**config.mk**
```make
export PLATFORM = sky130hd
export DESIGN_NAME = edge_timer_unit
export DESIGN_NICKNAME = d
export VERILOG_FILES = /design/src/rtl/etu_pkg.sv /design/src/rtl/etu_pin_pick.sv /design/src/rtl/etu_sampler.sv /design/src/rtl/etu_core.sv /design/src/rtl/edge_timer_unit.sv
export SDC_FILE = /design/constraint.sdc
export NUM_CORES = 1
export LEC_CHECK = 0
export CAP_MARGIN = 10
export CORE_AREA = 5 5 127 129
export CTS_CLUSTER_DIAMETER = 150
export DETAILED_ROUTE_END_ITERATION = 8
export DIE_AREA = 0 0 132 134
export PLACE_DENSITY_LB_ADDON = 0.08
export SLEW_MARGIN = 20
export SYNTH_ARGS = -nofsm -noshare
export SYNTH_HDL_FRONTEND = slang
export SYNTH_SLANG_ARGS = --single-unit
```
**constraint.sdc**
```tcl
create_clock -name clk -period 6 [get_ports clk]
set_clock_uncertainty 0.2 [all_clocks]
set_input_delay 1.2 -clock clk [delete_from_list [all_inputs] [get_ports clk]]
set_output_delay 1.2 -clock clk [all_outputs]
set_load 0.005 [all_outputs]
```
**src/rtl/etu_pkg.sv**
```systemverilog
// Shared types for the edge timing unit.
package etu_pkg;
    typedef enum logic [1:0] {
        MODE_HIGH = 2'b00,
        MODE_PER  = 2'b01,
        MODE_ATOB = 2'b10,
        MODE_OFF  = 2'b11
    } etu_mode_e;

    typedef enum logic {
        ST_IDLE = 1'b0,
        ST_RUN  = 1'b1
    } etu_state_e;
endpackage

```
**src/rtl/etu_pin_pick.sv**
```systemverilog
// Chooses one bit of the pin bus at a signed offset from a fixed own index.
// Assumes NPINS is a power of two, so the modulo is a plain truncation.
module etu_pin_pick #(
    parameter int NPINS    = 64,
    parameter int OFFW     = 3,
    parameter int SELF_IDX = 0
) (
    input  logic [NPINS-1:0] pins_i,
    input  logic [OFFW-1:0]  off_i,
    output logic             bit_o
);
    localparam int IW = $clog2(NPINS);
    localparam logic [IW-1:0] SELF_V = IW'(SELF_IDX);

    logic [IW-1:0] idx;

    // Sign-extend the offset and add modulo NPINS.
    always_comb begin
        idx   = SELF_V + {{(IW-OFFW){off_i[OFFW-1]}}, off_i};
        bit_o = pins_i[idx];
    end
endmodule

```
**src/rtl/etu_sampler.sv**
```systemverilog
// Registers each selected input and keeps its previous registered value,
// so that a later stage can detect edges. Runs even while frozen.
module etu_sampler #(
    parameter int NCH = 2
) (
    input  logic           clk,
    input  logic           rst_n,
    input  logic [NCH-1:0] d_i,
    output logic [NCH-1:0] cur_o,
    output logic [NCH-1:0] prev_o
);
    genvar gi;
    generate
        for (gi = 0; gi < NCH; gi++) begin : g_ch
            // Two-stage history for one channel.
            always_ff @(posedge clk) begin
                if (!rst_n) begin
                    cur_o[gi]  <= 1'b0;
                    prev_o[gi] <= 1'b0;
                end else begin
                    cur_o[gi]  <= d_i[gi];
                    prev_o[gi] <= cur_o[gi];
                end
            end
        end
    endgenerate
endmodule

```
**src/rtl/etu_core.sv**
```systemverilog
// Measuring state machine: high-time accumulation, A period, A-to-B interval.
// Channel 0 is A and channel 1 is B. Assumes mode and period change only in reset.
module etu_core #(
    parameter int CW = 32
) (
    input  logic            clk,
    input  logic            rst_n,
    input  etu_pkg::etu_mode_e mode_i,
    input  logic            hold_i,
    input  logic [CW-1:0]   period_i,
    input  logic [1:0]      cur_i,
    input  logic [1:0]      prev_i,
    output logic [CW-1:0]   result_o,
    output logic            done_o
);
    import etu_pkg::*;

    localparam logic [CW-1:0] MAXV = '1;

    etu_state_e    st_q;
    logic [CW-1:0] cnt_q, acc_q, acc_nx, result_q;
    logic          done_q, rise_a, rise_b, win_end;

    function automatic logic [CW-1:0] sat_inc(input logic [CW-1:0] v);
        return (v == MAXV) ? v : v + 1'b1;
    endfunction

    // Edge flags and the next accumulator value.
    always_comb begin
        rise_a  = cur_i[0] & ~prev_i[0];
        rise_b  = cur_i[1] & ~prev_i[1];
        acc_nx  = cur_i[0] ? sat_inc(acc_q) : acc_q;
        win_end = ({1'b0, cnt_q} + (CW+1)'(1)) >= {1'b0, period_i};
    end

    // Per-mode measurement sequencing with freeze.
    always_ff @(posedge clk) begin
        if (!rst_n) begin
            st_q     <= ST_IDLE;
            cnt_q    <= '0;
            acc_q    <= '0;
            result_q <= '0;
            done_q   <= 1'b0;
        end else begin
            done_q <= 1'b0;
            if (!hold_i) begin
                unique case (mode_i)
                    MODE_HIGH: begin
                        if (win_end) begin
                            result_q <= acc_nx;
                            done_q   <= 1'b1;
                            acc_q    <= '0;
                            cnt_q    <= '0;
                        end else begin
                            acc_q <= acc_nx;
                            cnt_q <= cnt_q + 1'b1;
                        end
                    end
                    MODE_PER: begin
                        if (rise_a) begin
                            if (st_q == ST_RUN) begin
                                result_q <= cnt_q;
                                done_q   <= 1'b1;
                            end
                            cnt_q <= CW'(1);
                            st_q  <= ST_RUN;
                        end else if (st_q == ST_RUN) begin
                            cnt_q <= sat_inc(cnt_q);
                        end
                    end
                    MODE_ATOB: begin
                        if (st_q == ST_IDLE) begin
                            if (rise_a) begin
                                cnt_q <= CW'(1);
                                st_q  <= ST_RUN;
                            end
                        end else if (rise_b) begin
                            result_q <= cnt_q;
                            done_q   <= 1'b1;
                            st_q     <= ST_IDLE;
                        end else begin
                            cnt_q <= sat_inc(cnt_q);
                        end
                    end
                    default: ;
                endcase
            end
        end
    end

    assign result_o = result_q;
    assign done_o   = done_q;

    // a frozen cycle produces no result.
    p_freeze_quiet_r7: assert property (@(posedge clk) disable iff (!rst_n)
        hold_i |=> (!done_q && $stable(result_q)));

    // two A periods can never end on adjacent clocks.
    p_period_spacing_r3: assert property (@(posedge clk) disable iff (!rst_n)
        (mode_i == MODE_PER && done_q) |=> !done_q);

    // after an interval result the unit is waiting for A again.
    p_atob_rearm_r4: assert property (@(posedge clk) disable iff (!rst_n)
        (mode_i == MODE_ATOB && done_q) |-> st_q == ST_IDLE);

    // timing results are never a wrapped zero.
    p_no_wrap_r6: assert property (@(posedge clk) disable iff (!rst_n)
        (mode_i != MODE_HIGH && done_q) |-> result_q != '0);

    // a high-time total cannot exceed the window length.
    p_acc_bound_r2: assert property (@(posedge clk) disable iff (!rst_n)
        (mode_i == MODE_HIGH && done_q) |->
            result_q <= ((period_i == '0) ? CW'(1) : period_i));
endmodule

```
**src/rtl/edge_timer_unit.sv**
```systemverilog
// Top of the edge timing unit: two relative pin pickers, an input sampler
// and the measuring core. Assumes configuration is static outside reset.
module edge_timer_unit #(
    parameter int NPINS    = 64,
    parameter int OFFW     = 3,
    parameter int CW       = 32,
    parameter int SELF_IDX = 0
) (
    input  logic             clk,
    input  logic             rst_n,
    input  logic [NPINS-1:0] pins_i,
    input  logic [1:0]       mode_i,
    input  logic [OFFW-1:0]  a_off_i,
    input  logic [OFFW-1:0]  b_off_i,
    input  logic [CW-1:0]    period_i,
    input  logic             hold_i,
    output logic [CW-1:0]    result_o,
    output logic             done_o
);
    localparam int NCH = 2;

    logic [OFFW-1:0] offs [NCH];
    logic [NCH-1:0]  sel, cur, prev;

    assign offs[0] = a_off_i;
    assign offs[1] = b_off_i;

    genvar gi;
    generate
        for (gi = 0; gi < NCH; gi++) begin : g_pick
            etu_pin_pick #(
                .NPINS(NPINS), .OFFW(OFFW), .SELF_IDX(SELF_IDX)
            ) u_pick (
                .pins_i(pins_i), .off_i(offs[gi]), .bit_o(sel[gi])
            );
        end
    endgenerate

    etu_sampler #(.NCH(NCH)) u_samp (
        .clk(clk), .rst_n(rst_n), .d_i(sel), .cur_o(cur), .prev_o(prev)
    );

    etu_core #(.CW(CW)) u_core (
        .clk(clk), .rst_n(rst_n),
        .mode_i(etu_pkg::etu_mode_e'(mode_i)),
        .hold_i(hold_i), .period_i(period_i),
        .cur_i(cur), .prev_i(prev),
        .result_o(result_o), .done_o(done_o)
    );
endmodule

```
=== After elaboration in Yosys (flattened, before gate mapping) ===
Cells that the tools add are included.

* Flip-flop bits (word level): 102
* Latch bits: 0
* Bits in writable memories: 0
* Memory bits (read-only): 0
* Input bits: 107
* Output and inout port bits: 33
* Logic and storage cells: 73
* Memories kept: 0

* Add/subtract/negate cells: 3
* $mul: 0
* Div/mod/pow operators: 0
* $lt $le $gt $ge: 3
* Eq/ne operators: 12
* Shift operators: 0
* Muxes and demuxes: 32
* Bitwise gates (word level): 6
* Reductions and logical operators: 8

{| class="wikitable"
|+ Operators by type and width
! operator !! count
|-
| 32-bit two-way mux || 15
|-
| 32-bit one-hot mux with 3 select lines || 2
|-
| 32-bit by 1-bit adder with 32-bit output (second input constant) || 2
|-
| 32-bit == test (second input constant) || 2
|-
| 32-bit by 1-bit adder with 33-bit output (second input constant) || 1
|-
| 33-bit by 32-bit >= comparator with 1-bit output || 1
|-
| 6-bit by 7-bit < comparator with 1-bit output (second input constant) || 2
|-
| 1-bit two-way mux || 11
|-
| 2-bit by 1-bit != test with 1-bit output (second input constant) || 5
|-
| 7-bit AND reduction || 1
|-
| 1-bit binary-select mux with 3-bit select || 2
|-
| 3-bit by 1-bit != test with 1-bit output (second input constant) || 2
|-
| 5-bit AND reduction || 1
|-
| 1-bit NOT || 4
|-
| 3-bit != test (second input constant) || 1
|-
| 1-bit one-hot mux with 3 select lines || 1
|-
| 3-bit AND reduction || 1
|-
| 3-bit nonzero test || 1
|-
| 1-bit AND || 2
|-
| 2-bit by 1-bit == test with 1-bit output (second input constant) || 1
|-
| 2-bit == test (second input constant) || 1
|-
| 2-bit logical NOT || 1
|-
| 1-bit one-hot mux with 2 select lines || 1
|-
| 2-bit AND reduction || 1
|-
| other kinds (2) || 2
|}

=== Logic depth before layout (Yosys ltp) ===
Gate-level depths: netlist (run 1).

* Depth after elaboration: 5
* Gate-level depth with buffers: 18
* Gate-level depth less buffers: 15

=== Modules after synthesis ===
Synthesis (run 1) repeated with hierarchy kept, for this count alone.

* Cells, all modules: 844
* Area, all modules: 6563.8 µm²

{| class="wikitable"
|+ By module, submodules not included
! module !! instances !! cells each !! area each (µm²) !! sequential area each (µm²)
|-
| etu_core || 1 || 830 || 6331.1 || 1961.9
|-
| etu_pin_pick || 2 || 3 || 63.8 || 0.0
|-
| etu_sampler || 1 || 8 || 105.1 || 80.1
|}

=== Worst setup path before layout (run 1) ===
Ideal clock, no wire load.

* Kind: flip-flop to flip-flop
* Start point: register u_core.cnt_q[3]
* End point: register u_core.cnt_q[6]
* Setup time: 118 ps
* Arrival: 4444 ps
* Data required time: 5682 ps
* Slack: 1238 ps
* Cell stages (with the launch flop): 18
* Path buffers: 3
* Period minus slack after synthesis: 4762 ps
* Cell sequence: dfxtp_1 clkbuf_1 nand4_1 or2_2 clkbuf_1 nor4_2 and3_1 and3_1 xor2_1 ha_1 nand3_2 or4_1 or3_4 o22ai_4 nor4_1 o31ai_4 buf_6 nor3_1

* Word-level cells in the longest chain between the ends: 5
* Elaborated cells between the ends (all ways): 11
* Classes of those cells: add/sub (2); order compare (1); eq/ne (1); mux (7)

{| class="wikitable"
|+ RTL lines
! element !! line !! text
|-
| start, declared || etu_core.sv:21 || <nowiki>logic [CW-1:0] cnt_q, acc_q, acc_nx, result_q;</nowiki>
|-
| start signal, assigned || etu_core.sv:56 || <nowiki>cnt_q <= cnt_q + 1'b1;</nowiki>
|-
| start signal, assigned || etu_core.sv:68 || <nowiki>cnt_q <= sat_inc(cnt_q);</nowiki>
|-
| start signal, assigned || etu_core.sv:82 || <nowiki>cnt_q <= sat_inc(cnt_q);</nowiki>
|-
| branches (longest 4 deep; another with 32-bit by 1-bit adder with 33-bit output) || -- ||
|-
| 32-bit one-hot mux with 3 select lines * || etu_core.sv:47 || <nowiki>unique case (mode_i)</nowiki>
|}

Every way passes the cells marked *. The select of a mux whose other input is x is not followed.
A chain may end at the register's enable or synchronous reset.

=== Worst setup path in the final report (run 1) ===
* Start point: register u_core.cnt_q[1]
* End point: register u_core.result_q[29] (netlist: u_core.result_o[29])

* Word-level cells in the longest chain between the ends: 4

{| class="wikitable"
|+ RTL lines
! element !! line !! text
|-
| 32-bit by 1-bit adder with 33-bit output || etu_core.sv:33 || <nowiki>win_end = ({1'b0, cnt_q} + (CW+1)'(1)) >= {1'b0, period_i};</nowiki>
|-
| 33-bit by 32-bit >= comparator with 1-bit output || etu_core.sv:33 ||
|-
| 2-bit by 1-bit != test with 1-bit output (no source line) || -- ||
|-
| 7-bit AND reduction (no source line) || -- ||
|-
| end signal, assigned || etu_core.sv:50 || <nowiki>result_q <= acc_nx;</nowiki>
|-
| end signal, assigned || etu_core.sv:62 || <nowiki>result_q <= cnt_q;</nowiki>
|-
| end signal, assigned || etu_core.sv:78 || <nowiki>result_q <= cnt_q;</nowiki>
|-
| end, declared || etu_core.sv:21 ||
|}

No other way between the ends.

==> results by group, run 1 <==
CTS
  • CTS tree: built
  • Clock Path Buffers: 2
  • Cts repair resizes: 0
  • CTS sink count: 102
  • Root buf cell: clkbuf_16
  • TritonCTS buffer count: 9
  • Cts hold-fix bufs: 0
  • Clk_lat worst skew: 0.36 ns
  • H-tree Lvls: 3
  • Clk slew on worst S/H paths: 0.07 ns
  • Postcts setup bufs: 0

Pwr
  • Pwr Density: approximately 190 nW/um^2
  • Worst vdd ir: 0.137 mV
  • Leak: roughly 3.2 nW

Yosys
  • Largest family of logic cells by synthesized area: simple AND/OR/NAND/NOR gates
  • Sequential share of the synthesized area: 0.292
  • Largest cells by area after synthesis: dfxtp_1 (29%), ha_1 (6.8%), nand2_1 (5.3%)
  • Post-synth top area cell: dfxtp_1
  • Yosys cell types: 67
  • Share of the synthesized area in the top cell type: 0.292
  • Post-Synth XOR/XNOR Area: 0.0688
  • Yosys reg bits: 102
  • Proportion of synthesized area in mux cells: 0.0429
  • Adder-Cell Fraction of Synth Area: 0.0679
  • FFs w/ async S/R, synth: 0
  • Post-synth EDFFs: 0
  • Post-Syn Area: 7000 sq um
  • Synth Area in Compound Gates: 0.221
  • Post-synth net total: between 1k and 1.5k
  • Ys Warns: 0
  • Cells after Synth: 897
  • Simple-gate area share of the yosys netlist: 0.244
  • Ys flop type: dfxtp_1
  • Syn_area_per_cell: 7.80 sq um

Timing
  • Fin crit share: 0.858
  • Final hold violations: 0
  • Worst-margin pin slew: 1.07 ns
  • Tmin final: 5.15 ns
  • Hold Slack: between 0.2 and 0.3 ns
  • Peak Freq: ~190 MHz
  • Setup TNS: 0 ns
  • Max_slew headroom: 0.281
  • Max-slew violations: 0
  • Setup violators final: 0
  • Unrepaired setup endpoints after global routing: no

Floorplanning
  • Die Height: between 100 and 150 microns
  • Die area: 17,700 sq um
  • Horiz. Die Dim: 132 microns
  • Initial core utilization: 0.469
  • I/O pins: 140
  • Core footprint: ~15,000 sq um
  • FP Rows: 45

Detailed routing
  • Vias per cell: around 6.1
  • Remaining antenna violation count after routing: 0
  • Final WL: 21,200 microns
  • DRC violations left: 0
  • Initial DRC Count: 696
  • Avg WL per Cell: 18.6 microns
  • Routed vias: about 7.0k
  • Pre-antenna DRT Iters: 5

Worst hold path
  • Hold worst-path end: u_core.result_o[18]$_SDFFE_PN0P_
  • HP Class: reg -> reg
  • Worst Hold Launch: u_core.result_o[18]$_SDFFE_PN0P_
  • Hold Crit Depth: 2

Critical path
  • CP cell instances: ha_1 -> nand3_1 -> nor3_1 -> buf_4 -> and2_1 -> and3_1 -> and3_1 -> xor2_1 -> ha_1 -> a21oi_1 -> o21ai_0 -> a22oi_1 -> nand3_1 -> nor4_2 -> buf_4 -> a2111oi_0 -> a31o_2
  • Max Fanout on Critical Path: 12
  • Critical path class: reg -> reg
  • WP data arrival: 5.21 ns
  • CP delay by family, top: simple AND/OR/NAND/NOR gates
  • Critical path endpoint category: flop
  • Reg-to-Reg End: u_core.result_o[29]$_SDFFE_PN0P_
  • Reg2reg path depth: 17
  • CP max-delay cell: nor4_2
  • Startpoint types: flop
  • RR Startpoint: u_core.cnt_q[1]$_SDFFE_PN0P_
  • Worst Path Required: a little over 6 ns
  • Buf/Inv on CP: 2
  • Max incr delay on CP: 0.92 ns
  • Reg-to-reg setup timing slack: between 0.8 and 0.9 ns

GRT
  • Largest net degree at the start of global routing: 58
  • All-Layer GR Usage: 0.236
  • Vias in the first global route: about 6.6k
  • Antenna violations before repair: 0
  • Global-route wire length before repair: roughly 35,000 microns
  • Global route overflow: 0

Flow run
  • Max cap viols: 0

Cells and area
  • Share of cells above drive strength 1: 0.0681
  • Synthesis-to-layout area growth: 18.6%
  • Final net count: 1,095
  • Fill cells: 1,388

Placed design
  • GP Congestion: approximately 0.9
  • Dpl hpwl: 15,300 microns
  • Port bufs: 83

Status
  • Status: complete, no violations
layer usage:
layer,vias to the layer above,global-route usage,part of all wire
li1,3374,-,-
met4,0,0.0566,0.012
met3,22,0.0495,0.072
met1,3306,0.322,0.44
met2,271,0.382,0.47
met5,-,0,0
state kept, by name (all words and copies together) (netlist names):
| register | cells |
|---|---|
| u_core.st_q | 1 |
| u_core.result_o | 32 |
| u_samp.cur_o | 2 |
| u_core.done_o | 1 |
| u_core.acc_q | 32 |
| u_core.cnt_q | 32 |
| u_samp.prev_o | 2 |
tightest hold or removal path, cell delays in order, from the launching register on:
cell     delay (ns)
dfxtp_1        0.31
nand2_1        0.05
mux2i_1        0.06
where the power goes:
group          internal, mW  total, mW  switching, mW
Combinational         0.100      0.238          0.138
Sequential            0.690      0.703         0.0136
Clock                 0.347      0.619          0.272
Total                  1.14       1.56          0.424
kinds of logic after synthesis:
group                    Yosys count
multiplexers                      25
buffers and inverters            112
XOR/XNOR                          55
adder cells (fa/ha/maj)           38
flip-flops                       102
AND/OR/NAND/NOR                  332
AO/OA/AOI/OAI                    233
placed cells by master, fill, tap and decap left out, types with 5 or more instances in the layout:
master / synthesis / final
a31oi_1: 23 / 22
o21ai_0: 45 / 45
xnor2_1: 29 / 29
nor2_1: 42 / 42
o21bai_1: 10 / 10
inv_1: 48 / 48
nand2b_1: 8 / 8
o211ai_1: 8 / 8
a21oi_1: 72 / 72
nand2_1: 98 / 98
clkdlybuf4s50_1: 0 / 82
nand4_1: 30 / 30
buf_4: 1 / 22
nand3_1: 48 / 48
xor2_1: 26 / 26
and3_1: 18 / 18
nor3_1: 26 / 26
nand3b_1: 8 / 8
a211o_1: 5 / 5
and4_1: 6 / 6
and2_1: 8 / 8
dfxtp_1: 102 / 102
o22ai_1: 10 / 10
nor4_1: 6 / 5
clkbuf_16: 0 / 9
o2111ai_1: 10 / 10
ha_1: 38 / 38
or3_1: 11 / 11
nor2b_1: 6 / 6
a311oi_1: 10 / 10
mux2i_1: 21 / 21
cells in the mapped netlist, types with 3 or more instances:
cell / number
nand2b_1: 8
a2111oi_0: 3
o22ai_1: 10
and4_1: 6
a21oi_1: 72
inv_1: 48
a2111o_1: 3
mux4_2: 4
nand4_1: 30
nand2_1: 98
or2_2: 3
a211o_1: 5
ha_1: 38
dfxtp_1: 102
and3_1: 18
nor3_1: 26
xnor2_1: 29
o21a_1: 3
o211ai_1: 8
and2_1: 8
o21bai_1: 10
clkbuf_1: 57
mux2i_1: 21
a21o_1: 4
o41ai_2: 3
nor2_1: 42
xor2_1: 26
o2111ai_1: 10
o221ai_1: 3
a31oi_1: 23
nor4_1: 6
a31o_2: 4
or3_1: 11
nand3_1: 48
o21ai_0: 45
nand3b_1: 8
nor2b_1: 6
a311oi_1: 10
worst max path at each step:
stage / startpoint / end / slack (ns) / depth (start not counted)
floorplan: u_core.cnt_q[3]$_SDFFE_PN0P_ / u_core.cnt_q[6]$_SDFFE_PN0P_ / 1.24 / 17
CTS: u_core.cnt_q[8]$_SDFFE_PN0P_ / u_core.cnt_q[4]$_SDFFE_PN0P_ / 0.88 / 17
global route: u_core.cnt_q[1]$_SDFFE_PN0P_ / u_core.result_o[29]$_SDFFE_PN0P_ / 0.53 / 15
finish: u_core.cnt_q[1]$_SDFFE_PN0P_ / u_core.result_o[29]$_SDFFE_PN0P_ / 0.85 / 17
global placement: u_core.cnt_q[8]$_SDFFE_PN0P_ / u_core.cnt_q[8]$_SDFFE_PN0P_ / 0.94 / 17
detailed placement: u_core.cnt_q[8]$_SDFFE_PN0P_ / u_core.cnt_q[4]$_SDFFE_PN0P_ / 0.90 / 17
stage by stage:
stage / instance area, sq um / total power, mW / worst slack (ns) / utilization / instances
finish: 8300 / 1.56 / 0.850 / 0.556 / 1143
global route: 8290 / 1.62 / 0.526 / 0.556 / 1142
CTS: 8290 / 1.57 / 0.876 / 0.555 / 1142
detailed placement: 7980 / 0.953 / 0.902 / 0.535 / 1127
global placement: 7980 / 0.947 / 0.944 / 0.535 / 1127
floorplan: 7000 / 0.853 / 1.24 / - / 897
layout make-up:
type,instances,area [sq um],area share
flip-flops and latches,102,2040,0.246
clock buffers,11,253,0.0305
inverters,49,184,0.0222
clock inverters,4,55.1,0.00664
well taps,188,235,0.0284
diodes,1,2.50,0.000302
repair buffers,105,991,0.119
multi-input cells,683,4530,0.547
Power figures use the tool's default switching activity.
==> inputs of run 2 (changes only) <==
CTS_BUF_LIST = sky130_fd_sc_hd__clkbuf_4   (was not set)
==> run 2 against run 1 <==
Largest power group unchanged. Worst hold slack gained 0.0086 ns. Non-clock buffer count is the same. Sequential power is essentially flat.
==> results by group, run 2 (synthesized netlist as in run 1, its figures left out) <==
Floorplanning
  • Core footprint: 14,900 sq um (unchanged)
  • I/O pins: 140 (unchanged)
  • Die Height: 134 microns (unchanged)
  • Horiz. Die Dim: 132 microns (unchanged)
  • Initial core utilization: 0.469 (unchanged)
  • FP Rows: 45 (unchanged)
  • Die area: 17,700 sq um (unchanged)

CTS
  • Cts repair resizes: 0 (unchanged)
  • Clk_lat worst skew: 0.50 ns (+0.14 ns)
  • Clk slew on worst S/H paths: 0.15 ns (+0.08 ns)
  • H-tree Lvls: 3 (unchanged)
  • Clock Path Buffers: 2 (unchanged)
  • TritonCTS buffer count: 9 (unchanged)
  • CTS tree: built
  • CTS sink count: 102 (unchanged)
  • Root buf cell: clkbuf_4
  • Cts hold-fix bufs: 0 (unchanged)
  • Postcts setup bufs: 0 (unchanged)

Cells and area
  • Area occupied by multi-input gates: 4530 sq um (unchanged)
  • Fill cells: 1,403 (+1.1%)
  • Most frequent cells in the layout: dfxtp_1 (102), nand2_1 (98), clkdlybuf4s50_1 (82)
  • Most common cell after layout, fill and taps aside: dfxtp_1
  • Final net count: 1,095 (unchanged)
  • Register Area: 2040 sq um (unchanged)
  • Synthesis-to-layout area growth: 16.0%
  • Share of cells above drive strength 1: 0.0660 (-0.00210)

Pwr
  • Clock network power share: 0.283 (-0.113)
  • Combinational Power Share: 0.181 (+0.028)
  • Leak: 3.12 nW (-2.5%)
  • Worst vdd ir: 0.111 mV (-19%)
  • Pwr Density: 162 nW/um^2 (-14%)
  • Psw: 0.400 mW (-5.7%)
  • Sequential Power Share: 0.536 (+0.085)
  • Pint: 0.916 mW (-19%)
  • Sw frac: 0.304 (+0.0321)

Critical path
  • Critical path class: reg -> reg
  • Reg-to-Reg End: u_core.cnt_q[8]$_SDFFE_PN0P_
  • CP max-delay cell: or4_1
  • Reg2reg path depth: 17 (unchanged)
  • Worst Path Required: 6.14 ns (+0.09 ns)
  • Critical path endpoint category: flop
  • Most used cell, CP: buf_4
  • Buf/Inv on CP: 3 (+1)
  • RR Startpoint: u_core.cnt_q[8]$_SDFFE_PN0P_
  • Max Fanout on Critical Path: 19 (+7)
  • CP delay by family, top: simple AND/OR/NAND/NOR gates
  • CP cell instances: nand4_1 -> or3_1 -> nor4_2 -> buf_4 -> and3_1 -> and3_1 -> xor2_1 -> ha_1 -> nand3_2 -> or4_1 -> or3_4 -> o22ai_4 -> nor4_1 -> buf_4 -> o31ai_4 -> buf_4 -> a311oi_1
  • Reg-to-reg setup timing slack: 0.84 ns (about the same)
  • Startpoint types: flop
  • WP data arrival: 5.30 ns (+0.09 ns)
  • Max incr delay on CP: 0.63 ns (-0.29 ns)

Timing
  • Final hold violations: 0 (unchanged)
  • Worst-margin pin slew: 1.02 ns (-0.0479 ns)
  • Fin crit share: 0.860 (+0.00197)
  • Setup WS post-layout: 0.838 ns (-0.0118 ns)
  • Setup TNS: 0 ns (unchanged)
  • Max_slew headroom: 0.319 (+0.0379)
  • Tmin final: 5.16 ns (+0.0118 ns)
  • Max-slew violations: 0 (unchanged)
  • Unrepaired setup endpoints after global routing: no
  • Peak Freq: 194 MHz (-0.23%)
  • Setup violators final: 0 (unchanged)

Worst hold path
  • Worst Hold Launch: u_core.result_o[18]$_SDFFE_PN0P_
  • HP Class: reg -> reg
  • Hold worst-path end: u_core.result_o[18]$_SDFFE_PN0P_
  • Hold Crit Depth: 2 (unchanged)

Detailed routing
  • Vias per cell: 6.11 (+0.10%)
  • DRC violations left: 0 (unchanged)
  • Final WL: 21,200 microns (about the same)
  • Pre-antenna DRT Iters: 5 (unchanged)
  • Avg WL per Cell: 18.6 microns (about the same)
  • Initial DRC Count: 644 (-7.5%)
  • Routed vias: 6,980 (+0.10%)
  • Remaining antenna violation count after routing: 0 (unchanged)

Status
  • Status: complete, no violations

GRT
  • All-Layer GR Usage: 0.235 (-0.000870)
  • Antenna violations before repair: 1 (+1)
  • Global route overflow: 0 (unchanged)
  • Largest net degree at the start of global routing: 58 (unchanged)
  • Vias in the first global route: 6,629 (+0.35%)
  • Global-route wire length before repair: 34,200 microns (-0.76%)

Placed design
  • Setup Slack @ Placement: 0.902 ns (unchanged)
  • Port bufs: 83 (unchanged)
  • Dpl hpwl: 15,300 microns (unchanged)
  • GP Congestion: 0.902 (unchanged)

Flow run
  • Max cap viols: 0 (unchanged)
-- run 2: cell count changes in the layout (fill, tap and decap cells not counted), sizes merged --
| cell | before | now |
|---|---|---|
| clkinv | 2 | 4 |
| clkbuf | 11 | 9 |
-- run 2: power groups by stage --
stage | sequential [mW] | clock [mW] | combinational [mW]
global placement | 0.718 | 0 | 0.229
floorplan | 0.714 | 0 | 0.139
finish | 0.705 | 0.373 | 0.238
CTS | 0.704 | 0.379 | 0.235
detailed placement | 0.719 | 0 | 0.235
global route | 0.706 | 0.405 | 0.260
-- run 2: worst max path at each step --
stage,from,end,cells after the start
global route,u_core.cnt_q[1]$_SDFFE_PN0P_,u_core.result_o[29]$_SDFFE_PN0P_,15
CTS,u_core.cnt_q[8]$_SDFFE_PN0P_,u_core.cnt_q[4]$_SDFFE_PN0P_,17
global placement,u_core.cnt_q[8]$_SDFFE_PN0P_,u_core.cnt_q[8]$_SDFFE_PN0P_,17
detailed placement,u_core.cnt_q[8]$_SDFFE_PN0P_,u_core.cnt_q[4]$_SDFFE_PN0P_,17
finish,u_core.cnt_q[8]$_SDFFE_PN0P_,u_core.cnt_q[8]$_SDFFE_PN0P_,17
floorplan,u_core.cnt_q[3]$_SDFFE_PN0P_,u_core.cnt_q[6]$_SDFFE_PN0P_,17
-- run 2: layer usage --
layer,up-vias,wire [microns],track usage
met5,-,0,0
met4,0,382,0.0703
met3,29,1330,0.0559
met2,259,9880,0.376
met1,3311,9630,0.315
li1,3381,-,-
-- run 2: final cells by class --
| type | count | area share |
|---|---|---|
| multi-input cells | 683 | 0.558 |
| flip-flops and latches | 102 | 0.252 |
| repair buffers | 105 | 0.122 |
| well taps | 188 | 0.0290 |
| inverters | 49 | 0.0227 |
| clock buffers | 9 | 0.00832 |
| clock inverters | 6 | 0.00771 |
| diodes | 1 | 0.000308 |
-- run 2: worst min-delay path: stages (launching register included) --
cell and delay, ns:
dfxtp_1 0.34, nand2_1 0.05, mux2i_1 0.06
-- run 2: per-stage QoR --
| step | cell area, sq um | util | hold slack [ns] | instances | total power [mW] |
|---|---|---|---|---|---|
| 6_report | 8120 | 0.544 | 0.273 | 1143 | 1.32 |
| 5_1_grt | 8120 | 0.544 | 0.291 | 1143 | 1.37 |
| 3_5_place_dp | 7980 | 0.535 | 0.262 | 1127 | 0.953 |
| 4_1_cts | 8110 | 0.544 | 0.281 | 1142 | 1.32 |
| 3_3_place_gp | 7980 | 0.535 | 0.248 | 1127 | 0.947 |
| 2_1_floorplan | 7000 | - | 0.231 | 897 | 0.853 |
